**src/rtl/secdedPkg.sv**
```systemverilog
package secdedPkg;
  localparam int DATA_W = 32;
  localparam int LANES  = DATA_W / 8;
  localparam int PAR_N  = 6;                 // Hamming position bits
  localparam int CHK_W  = PAR_N + 1;         // plus overall parity
  localparam int CODE_W = DATA_W + CHK_W;

  typedef struct packed {
    logic ramRead;       // read old word / latch request
    logic writeDirect;   // full-word write from request inputs
    logic writeMerged;   // write back merged word
  } ctrlStrobes_t;

  typedef struct packed {
    logic [DATA_W-1:0] data;
    logic              single;
    logic              double;
  } decodeRes_t;

  // Codeword bit 0 is the overall parity; bits 1..CODE_W-1 are Hamming
  // positions, with check bits at powers of two.
  function automatic logic [CODE_W-1:0] secdedEncode(logic [DATA_W-1:0] d);
    logic [CODE_W-1:0] c;
    int k;
    c = '0;
    k = 0;
    for (int p = 1; p < CODE_W; p++) begin
      if ((p & (p - 1)) != 0) begin
        c[p] = d[k];
        k++;
      end
    end
    for (int i = 0; i < PAR_N; i++) begin
      logic par;
      par = 1'b0;
      for (int p = 1; p < CODE_W; p++)
        if ((p & (1 << i)) != 0) par ^= c[p];
      c[1 << i] = par;
    end
    c[0] = ^c[CODE_W-1:1];
    return c;
  endfunction

  function automatic decodeRes_t secdedDecode(logic [CODE_W-1:0] cw);
    logic [CODE_W-1:0] c;
    logic [PAR_N-1:0]  syn;
    logic              overall;
    decodeRes_t        r;
    int k;
    c = cw;
    syn = '0;
    for (int p = 1; p < CODE_W; p++)
      if (c[p]) syn ^= PAR_N'(p);
    overall = ^c;
    r.single = 1'b0;
    r.double = 1'b0;
    if (overall) begin
      if (int'(syn) < CODE_W) begin
        r.single = 1'b1;
        c[syn] = ~c[syn];
      end else begin
        r.double = 1'b1;
      end
    end else if (syn != '0) begin
      r.double = 1'b1;
    end
    r.data = '0;
    k = 0;
    for (int p = 1; p < CODE_W; p++) begin
      if ((p & (p - 1)) != 0) begin
        r.data[k] = c[p];
        k++;
      end
    end
    return r;
  endfunction
endpackage

```
**src/rtl/eccControl.sv**
```systemverilog
module eccControl
  import secdedPkg::*;
(
  input  logic         clk,
  input  logic         rstN,
  input  logic         reqValid,
  input  logic         reqWrite,
  input  logic [LANES-1:0] reqMask,
  output logic         reqReady,
  output logic         rspValid,
  output ctrlStrobes_t strb
);
  typedef enum logic {ST_IDLE, ST_MERGE} state_t;
  state_t state;
  logic   accept;
  logic   fullMask;

  assign reqReady = (state == ST_IDLE);
  assign accept   = reqValid && reqReady;
  assign fullMask = &reqMask;

  always_comb begin
    strb.ramRead     = accept && (!reqWrite || !fullMask);
    strb.writeDirect = accept && reqWrite && fullMask;
    strb.writeMerged = (state == ST_MERGE);
  end

  always_ff @(posedge clk) begin
    if (!rstN) begin
      state    <= ST_IDLE;
      rspValid <= 1'b0;
    end else begin
      rspValid <= accept && !reqWrite;
      if (accept && reqWrite && !fullMask) state <= ST_MERGE;
      else if (state == ST_MERGE)          state <= ST_IDLE;
    end
  end
endmodule

```
**src/rtl/eccDatapath.sv**
```systemverilog
module eccDatapath
  import secdedPkg::*;
#(
  parameter int ADDR_W = 6
) (
  input  logic              clk,
  input  ctrlStrobes_t      strb,
  input  logic [ADDR_W-1:0] reqAddr,
  input  logic [DATA_W-1:0] reqData,
  input  logic [LANES-1:0]  reqMask,
  input  logic [CODE_W-1:0] injectFlip,
  output decodeRes_t        rdRes
);
  localparam int DEPTH = 1 << ADDR_W;

  logic [CODE_W-1:0] mem [DEPTH];
  logic [CODE_W-1:0] rdCode;
  logic [ADDR_W-1:0] latAddr;
  logic [DATA_W-1:0] latData;
  logic [LANES-1:0]  latMask;
  logic [CODE_W-1:0] latInject;
  logic [DATA_W-1:0] mergedWord;

  assign rdRes = secdedDecode(rdCode);

  for (genvar g = 0; g < LANES; g++) begin : gLane
    assign mergedWord[8*g +: 8] = latMask[g] ? latData[8*g +: 8]
                                             : rdRes.data[8*g +: 8];
  end

  always_ff @(posedge clk) begin
    if (strb.ramRead) begin
      rdCode    <= mem[reqAddr];
      latAddr   <= reqAddr;
      latData   <= reqData;
      latMask   <= reqMask;
      latInject <= injectFlip;
    end
    if (strb.writeDirect)
      mem[reqAddr] <= secdedEncode(reqData) ^ injectFlip;
    else if (strb.writeMerged)
      mem[latAddr] <= secdedEncode(mergedWord) ^ latInject;
  end
endmodule

```
**src/rtl/secdedWordArray.sv**
```systemverilog
module secdedWordArray
  import secdedPkg::*;
#(
  parameter int ADDR_W = 6
) (
  input  logic              clk,
  input  logic              rstN,
  input  logic              reqValid,
  output logic              reqReady,
  input  logic              reqWrite,
  input  logic [ADDR_W-1:0] reqAddr,
  input  logic [31:0]       reqData,
  input  logic [3:0]        reqMask,
  input  logic [38:0]       injectFlip,
  output logic              rspValid,
  output logic [31:0]       rspData,
  output logic              rspSingleErr,
  output logic              rspDoubleErr,
  output logic              mergeDoubleErr
);
  ctrlStrobes_t strb;
  decodeRes_t   rdRes;
  logic         rspValidInt;

  eccControl uCtrl (
    .clk(clk), .rstN(rstN), .reqValid(reqValid), .reqWrite(reqWrite),
    .reqMask(reqMask), .reqReady(reqReady), .rspValid(rspValidInt),
    .strb(strb)
  );

  eccDatapath #(.ADDR_W(ADDR_W)) uData (
    .clk(clk), .strb(strb), .reqAddr(reqAddr), .reqData(reqData),
    .reqMask(reqMask), .injectFlip(injectFlip), .rdRes(rdRes)
  );

  assign rspValid       = rspValidInt;
  assign rspData        = rdRes.data;
  assign rspSingleErr   = rspValidInt && rdRes.single;
  assign rspDoubleErr   = rspValidInt && rdRes.double;
  assign mergeDoubleErr = strb.writeMerged && rdRes.double;
endmodule

```
**config.mk**
```make
export PLATFORM = sky130hd
export DESIGN_NAME = secdedWordArray
export DESIGN_NICKNAME = d
export VERILOG_FILES = /design/src/rtl/secdedPkg.sv /design/src/rtl/eccControl.sv /design/src/rtl/eccDatapath.sv /design/src/rtl/secdedWordArray.sv
export SDC_FILE = /design/constraint.sdc
export NUM_CORES = 2
export LEC_CHECK = 0
export BUFFER_PORTS_ARGS = -buffer_cell sky130_fd_sc_hd__buf_2
export CELL_PAD_IN_SITES_DETAIL_PLACEMENT = 1
export CELL_PAD_IN_SITES_GLOBAL_PLACEMENT = 2
export CORE_MARGIN = 5
export CORE_UTILIZATION = 48
export CTS_BUF_LIST = sky130_fd_sc_hd__clkbuf_2 sky130_fd_sc_hd__clkbuf_4 sky130_fd_sc_hd__clkbuf_8
export DETAILED_ROUTE_END_ITERATION = 8
export MAX_ROUTING_LAYER = met4
export PLACE_DENSITY_LB_ADDON = 0.1
export SLEW_MARGIN = 20
export SYNTH_ARGS = -nofsm -noshare
export SYNTH_HDL_FRONTEND = slang
export SYNTH_SLANG_ARGS = --single-unit
```
**constraint.sdc**
```tcl
create_clock -name clk -period 6.7 [get_ports clk]
set_input_delay 0.335 -clock clk [delete_from_list [all_inputs] [get_ports clk]]
set_output_delay 0.335 -clock clk [all_outputs]
set_load 0.05 [all_outputs]
```
# After elaboration in Yosys (flattened, before gate mapping)
# Memory sizes are Yosys's and may differ from the RTL's. A register that Yosys moved wholly into a read port is not among the register bits.
# Cells that the tools add are included.
word_totals:
  register_bits: 83
  ram_bits: 2496
  n_memories: 1
classes:
  n_addsub: 60
  n_lt_le_gt_ge: 65
  muxes: 708
  n_bitwise: 219
  reduce_logical: 19
mem_list:
  columns: ["name", "words", "word_bits", "read_ports", "rd_clocked_by_memory_dff", "write_ports", "line", "source"]
  rows:
  - ["uData.mem", 64, 39, 1, 1, 1, "eccDatapath.sv:16", "logic [CODE_W-1:0] mem [DEPTH];"]
ops:
  columns: ["cell", "n"]
  rows:
  - ["32-bit two-way mux", 93]
  - ["32-bit by 7-bit less-than comparator with 1-bit output (second input constant)", 62]
  - ["32-bit by 2-bit adder with 32-bit output (second input constant)", 60]
  - ["1-bit two-way mux", 505]
  - ["1-bit binary-select mux with 5-bit select", 62]
  - ["1-bit XOR", 178]
  - ["39-bit two-way mux", 3]
  - ["5-bit two-way mux", 16]
  - ["39-bit XOR", 2]
  - ["38-bit XOR reduction", 2]
  - ["6-bit two-way mux", 8]
  - ["39-bit bitwise mux", 1]
  - ["3-bit inverter", 13]
  - ["39-bit OR reduction", 1]
  - ["39-bit XOR reduction", 1]
  - ["4-bit two-way mux", 8]
  - ["8-bit two-way mux", 4]
  - ["2-bit inverter", 13]
  - ["4-bit inverter", 5]
  - ["3-bit two-way mux", 4]
  - ["1-bit logical AND", 10]
  - ["6-bit by 7-bit less-than comparator with 1-bit output (second input constant)", 1]
  - ["1-bit binary-select mux with 6-bit select", 1]
  - ["1-bit demux with 6-bit select", 1]
  - ["other kinds (10)", 17]

# Logic depth before layout (Yosys ltp)
depth:
  depth_word: 140
  ltp_mapped: 18
  mapped_depth_nobuf: 15

# Modules after synthesis
# A second synthesis with hierarchy kept.
hier_totals:
  hier_cells: 4391
  hier_area_um2: 103066.3
modules_own_cells:
  columns: ["mod", "instances", "cells_per_inst", "area_each_um2"]
  rows:
  - ["eccDatapath", 1, 4377, 102941.2]
  - ["eccControl", 1, 11, 106.4]
  - ["secdedWordArray", 1, 3, 18.8]

# Worst setup path before layout
# Ideal clock, no wire load.
synth_path:
  path_kind: "register to register"
  startpoint: "reg uData.rdCode[23], read port of uData.mem"
  endpoint: "mem uData.mem[0][16] (netlist bit) (data pin)"
  arrival_ns: 7.901
  required_ns: 5.998
  path_slack_ns: -1.903
  path_stages_with_launch: 17
  n_path_buf: 1
  synth_period_minus_slack_ns: 8.603
  path_cell_list: "edfxtp_1 > xor2_1 > xnor2_2 > xnor3_2 > xor2_2 > buf_6 > nand3_1 > a21oi_2 > o41ai_4 > o31ai_4 > o31ai_1 > mux2i_1 > xor2_1 > xnor2_1 > xnor3_1 > xnor2_1 > o21ai_0"
synth_via:
  elab_chain_len: 84
  word_cells_on_any_way: 169
  cone_classes: "3 x order compare; 133 x mux; 31 x bitwise; 2 x reduce/logical"
synth_rtl:
  columns: ["item", "line", "source"]
  rows:
  - ["from (decl)", "eccDatapath.sv:17", "logic [CODE_W-1:0] rdCode;"]
  - ["5-bit two-way mux", "secdedPkg.sv:53", "if (c[p]) syn ^= PAR_N'(p);"]
  - ["2-bit inverter (no source line)", null, null]
  - ["5-bit two-way mux", "secdedPkg.sv:53", null]
  - ["3-bit inverter (no source line)", null, null]
  - ["5-bit two-way mux", "secdedPkg.sv:53", null]
  - ["3-bit inverter (no source line)", null, null]
  - ["5-bit two-way mux", "secdedPkg.sv:53", null]
  - ["4-bit inverter (no source line)", null, null]
  - ["[23 not listed]", null, null]
  - ["net rspData[20]", "secdedWordArray.sv:16", "output logic [31:0] rspData,"]
  - ["[45 not listed]", null, null]
  - ["1-bit XOR", "secdedPkg.sv:37", "if ((p & (1 << i)) != 0) par ^= c[p];"]
  - ["1-bit two-way mux", "eccDatapath.sv:41", "else if (strb.writeMerged)"]
  - ["1-bit two-way mux", "eccDatapath.sv:39", "if (strb.writeDirect)"]
  - ["1-bit XOR *", "secdedPkg.sv:37", null]
  - ["1-bit two-way mux *", "eccDatapath.sv:41", null]
  - ["1-bit two-way mux *", "eccDatapath.sv:39", null]
  - ["39-bit XOR *", "eccDatapath.sv:42", "mem[latAddr] <= secdedEncode(mergedWord) ^ latInject;"]
  - ["39-bit two-way mux (no source line) *", null, null]
  - ["to (decl)", "eccDatapath.sv:16", null]
# Mark *: on every way through the listed nets, which the timed path passes. The rest lies on a longest branch. The select of a mux whose other input is x is not followed.

# Worst setup path after layout
layout_path:
  startpoint: "reg uData.rdCode[15], read port of uData.mem"
  endpoint: "mem uData.mem[52][4] (netlist bit) (data pin)"
layout_via:
  elab_chain_len: 104
  word_cells_on_any_way: 208
  cone_classes: "3 x order compare; 162 x mux; 41 x bitwise; 2 x reduce/logical"
layout_rtl:
  columns: ["item", "line"]
  rows:
  - ["4-bit two-way mux", "secdedPkg.sv:53"]
  - ["5-bit two-way mux", "secdedPkg.sv:53"]
  - ["2-bit inverter (no source line) or 5-bit two-way mux (tied branches)", null]
  - ["5-bit two-way mux or 2-bit inverter (tied branches)", null]
  - ["5-bit two-way mux", "secdedPkg.sv:53"]
  - ["3-bit inverter (no source line) or 2-bit inverter (tied branches)", null]
  - ["5-bit two-way mux", "secdedPkg.sv:53"]
  - ["5-bit two-way mux or 3-bit inverter (tied branches)", null]
  - ["[88 not listed]", null]
  - ["1-bit XOR", "secdedPkg.sv:37"]
  - ["1-bit two-way mux", "eccDatapath.sv:41"]
  - ["1-bit two-way mux", "eccDatapath.sv:39"]
  - ["1-bit XOR *", "secdedPkg.sv:37"]
  - ["1-bit two-way mux *", "eccDatapath.sv:41"]
  - ["1-bit two-way mux *", "eccDatapath.sv:39"]
  - ["39-bit XOR *", "eccDatapath.sv:42"]
  - ["39-bit two-way mux (no source line) *", null]
# Every way passes the cells marked *; elsewhere a longest branch is shown, timed or not. The select of a mux whose other input is x is not followed.

==> summary.md <==
| Metric | Value |
|---|---|
| Synth cell types | 68 |
| Fmax achieved | around 160 MHz |
| Worst-Skew Late Latency | 1130 ps |
| CP cell instances | xor2_1, xnor2_1, xnor3_2, xor2_2, buf_4, mux2i_1, mux2i_1, o211ai_4, nand2_1, or3_1, a31oi_2, xnor2_1, xnor3_1, xnor2_2, xor2_1, a21oi_4, buf_4 |
| Startpoint type of the worst setup path | register |
| GR Overflow Total | 0 |
| Setup TNS | 0 ps |
| Synth warn | 0 |
| Post-synth top area cell | edfxtp_1 |
| Syn nets | 4486 |
| Switching share of power | 0.2767 |
| Switch Pwr | around 11000 uW |
| Yosys reg bits | approximately 2.6k |
| Vias | slightly above 50k |
| Netlist Area Pre-Place | 103300 sq um |
| Clk root buf | clkbuf_8 |
| RSZ-0062 raised after global routing | no |
| Wire length of the first global-routing pass | between 400000 and 500000 um |
| Slew Viols, Final | 0 |
| CP arrival | between 7000 and 8000 ps |
| Max Cap Viol | 0 |
| DP HPWL | about 160000 um |
| DRT iter0 DRCs | between 5k and 6k |
| Sequential fraction of the synthesis area | 0.7611 |
| Vias in the first global route | 52.71k |
| Drt wl/cell | around 35 um |
| Total die area | 224500 sq um |
| DRT Pass-1 Iters | 6 |
| Met3 usage | 0.04736 |
| # clock sinks | roughly 2.6k |
| Most common cell in the netlist | edfxtp_1 |
| Setup Skew | roughly 120 ps |
| Most frequent cells after synthesis | edfxtp_1, mux4_2, xnor2_1, nor2_1, clkbuf_1 |
| # DRC | 0 |
| Antenna violations before repair | 19 |
| GPL Wtd Cong | 0.8759 |
| Final hold slack | 119.7 ps |
| Layout area overhead | 15.13% |
| Pin slew with the least headroom to its limit | around 1200 ps |
| CP Capture Type | register |
| Largest cells by area after synthesis | edfxtp_1, mux4_2, xnor2_1 |
| GRT Util Overall | 0.2662 |
| Floorplan row count | 170 |
| Slew HR | 0.2182 |
| Final hold viol count | 0 |
| Post-synth ARST share | 0 |
| Clock Power Share | 0.329 |
| Fin crit period | roughly 6400 ps |
| Post-place instance area | 109500 sq um |
| Worst ir drop on vdd | ~0.76 mV |
| EDFF count, synth | ~2.6k |
| H-tree levels | 5 |
| Buf+Inv Stages, Crit Path | 2 |
| Hold/Removal Path Class | in -> reg |
| Total routed wirelength | between 200000 and 300000 um |
| P_leak | around 0.037 uW |
| Routed Antenna Nets | 0 |
| Comb power frac | 0.177 |
| Kind of critical path | reg -> reg |
| Met2 GRT Util | 0.4041 |
| CP required | between 7000 and 8000 ps |
| Nets@finish | 5163 |
| Cells after Synth | about 4.4k |
| Initial Util | 0.4816 |
| Tot Pwr | ~40000 uW |
| # IOs | roughly 120 |
| Mean Syn Cell Area | 23.46 sq um |
| Final setup fails | 0 |
| Die Wd | 473.8 um |
| Clock-pin slew of the registers on the worst-case setup and hold paths | around 60 ps |
| CTS Buf Count | roughly 430 |
| Post-synth top flop | edfxtp_1 |
| CTS tree | yes |
| Status | completed |
| GRT Max-Usage Layer | met2 |
| Share of post-route cells with drive strength above 1 | 0.3573 |
| CP max FO | 64 |
| Overall die height | approximately 470 um |
| Post-CTS setup repair buffer count | 0 |
| GR Util met1 | 0.3867 |
| Placed insts | between 7k and 8k |
| Sequential fraction of design power | 0.493 |
| Final Cell Area | around 120000 sq um |
| Largest net degree at the start of global routing | 119 |
| CORE AREA | 214400 sq um |
| Crit path max-delay cell type | xor2_2 |
| Slowest stage delay, CP | around 660 ps |
| CTS Buffer Depth | 4 |
| Internal Power | about 29000 uW |
| Tcrit/Tclk final | 0.9496 |
| Power per cell area | between 300 and 400 nW/um^2 |
| I/O Buffers | between 100 and 150 |
| Top Family by Delay on Critical Path | XOR/XNOR gates |
| Final non-filler cell total | ~8k |
| Vias per cell | 6.162 |
| Post-synth top area share | 0.7608 |
-- flip-flops by register name (all words and copies together) (netlist names) --
signal / flops
uData.rdCode: 39
uCtrl.rspValid: 1
uData.latMask: 4
uData.mem: 2496
uData.latInject: 39
uCtrl.state: 1
uData.latAddr: 6
uData.latData: 32
-- through the flow --
step	setup slack (ps)	utilization
after floorplan	33.75	-
after global placement	463.7	0.5092
after detailed placement	358.9	0.5107
after CTS	358.9	0.5537
after global routing	58.98	0.5544
final	337.6	0.5545
-- worst register-to-register path: stages, from the launching register on --
cell and delay [ps]:
edfxtp_1 470, xor2_1 230, xnor2_1 380, xnor3_2 490, xor2_2 660, buf_4 280
mux2i_1 190, mux2i_1 130, o211ai_4 360, nand2_1 200, or3_1 420, a31oi_2 250
xnor2_1 280, xnor3_1 450, xnor2_2 230, xor2_1 510, a21oi_4 100, buf_4 310
-- worst paths after layout --
path	cells past startpoint	to	slack (ps)	startpoint
setup / recovery	17	uData.mem[52][4]	340	uData.rdCode[15]
setup reg to reg	17	uData.mem[52][4]	340	uData.rdCode[15]
hold / removal	2	uData.latInject[21]	120	injectFlip[21]
hold reg to reg	2	uData.mem[10][36]	970	uData.latInject[36]
-- layout by cell type, fill, tap and decap left out, types with 17 or more instances in the layout --
cell              n
clkinv_2         37
clkbuf_8        439
mux2_2           22
nor2_1           70
clkbuf_4        128
clkinv_1        125
mux2i_1          41
mux4_2          805
nor2_4           64
buf_4           173
nand2_1          85
o21ai_0          33
xnor3_1          17
dlygate4sd3_1   129
nand3_1          25
xnor2_1         147
buf_2           115
edfxtp_1       2616
xor2_1           87
buf_12           18
a21oi_4          25
-- power groups by stage --
stage	clock network [uW]	registers, uW	logic, uW
4_1_cts	13500	19700	7070
3_5_place_dp	0	20100	6990
6_report	13100	19700	7090
2_1_floorplan	0	20100	4520
5_1_grt	14300	19700	7540
3_3_place_gp	0	20100	6850
-- layout make-up --
| cell class | count | area [sq um] |
|---|---|---|
| clock inverter | 177 | 927.1 |
| fill | 18020 | 95520 |
| clock buffer | 567 | 7003 |
| tap | 2838 | 3551 |
| inverter | 16 | 60.06 |
| timing repair buffer | 456 | 4025 |
| antenna | 7 | 17.52 |
| sequential | 2618 | 78600 |
| multi-input combinational | 1554 | 24700 |
-- routing by layer --
metal / wire, um / vias to the layer above
met5: 0 / -
met3: 22230 / 342
met2: 137700 / 2154
li1: - / 20150
met4: 4515 / 0
met1: 124000 / 28090
-- cell families (layout without fill, tap and decap cells) --
group | after synthesis | count (layout) | share of synthesized area
DFF | 2618 | 2618 | 0.7611
muxes | 872 | 872 | 0.1824
and+or+nand+nor | 272 | 272 | 0.01111
xor gates and xnor gates | 267 | 267 | 0.02651
buffers and inverters | 229 | 1216 | 0.008857
AOI/OAI and AO/OA | 142 | 142 | 0.009851
adders and majority gates | 1 | 1 | 0.00009694
other | 0 | 7 | 0
-- repair_timing --
action,4_1_cts,5_1_grt
hold buffers,129,0
setup endpoints to repair,0,0
resized for setup,0,0
hold endpoints to repair,270,0
Power figures use the tool's default switching activity.
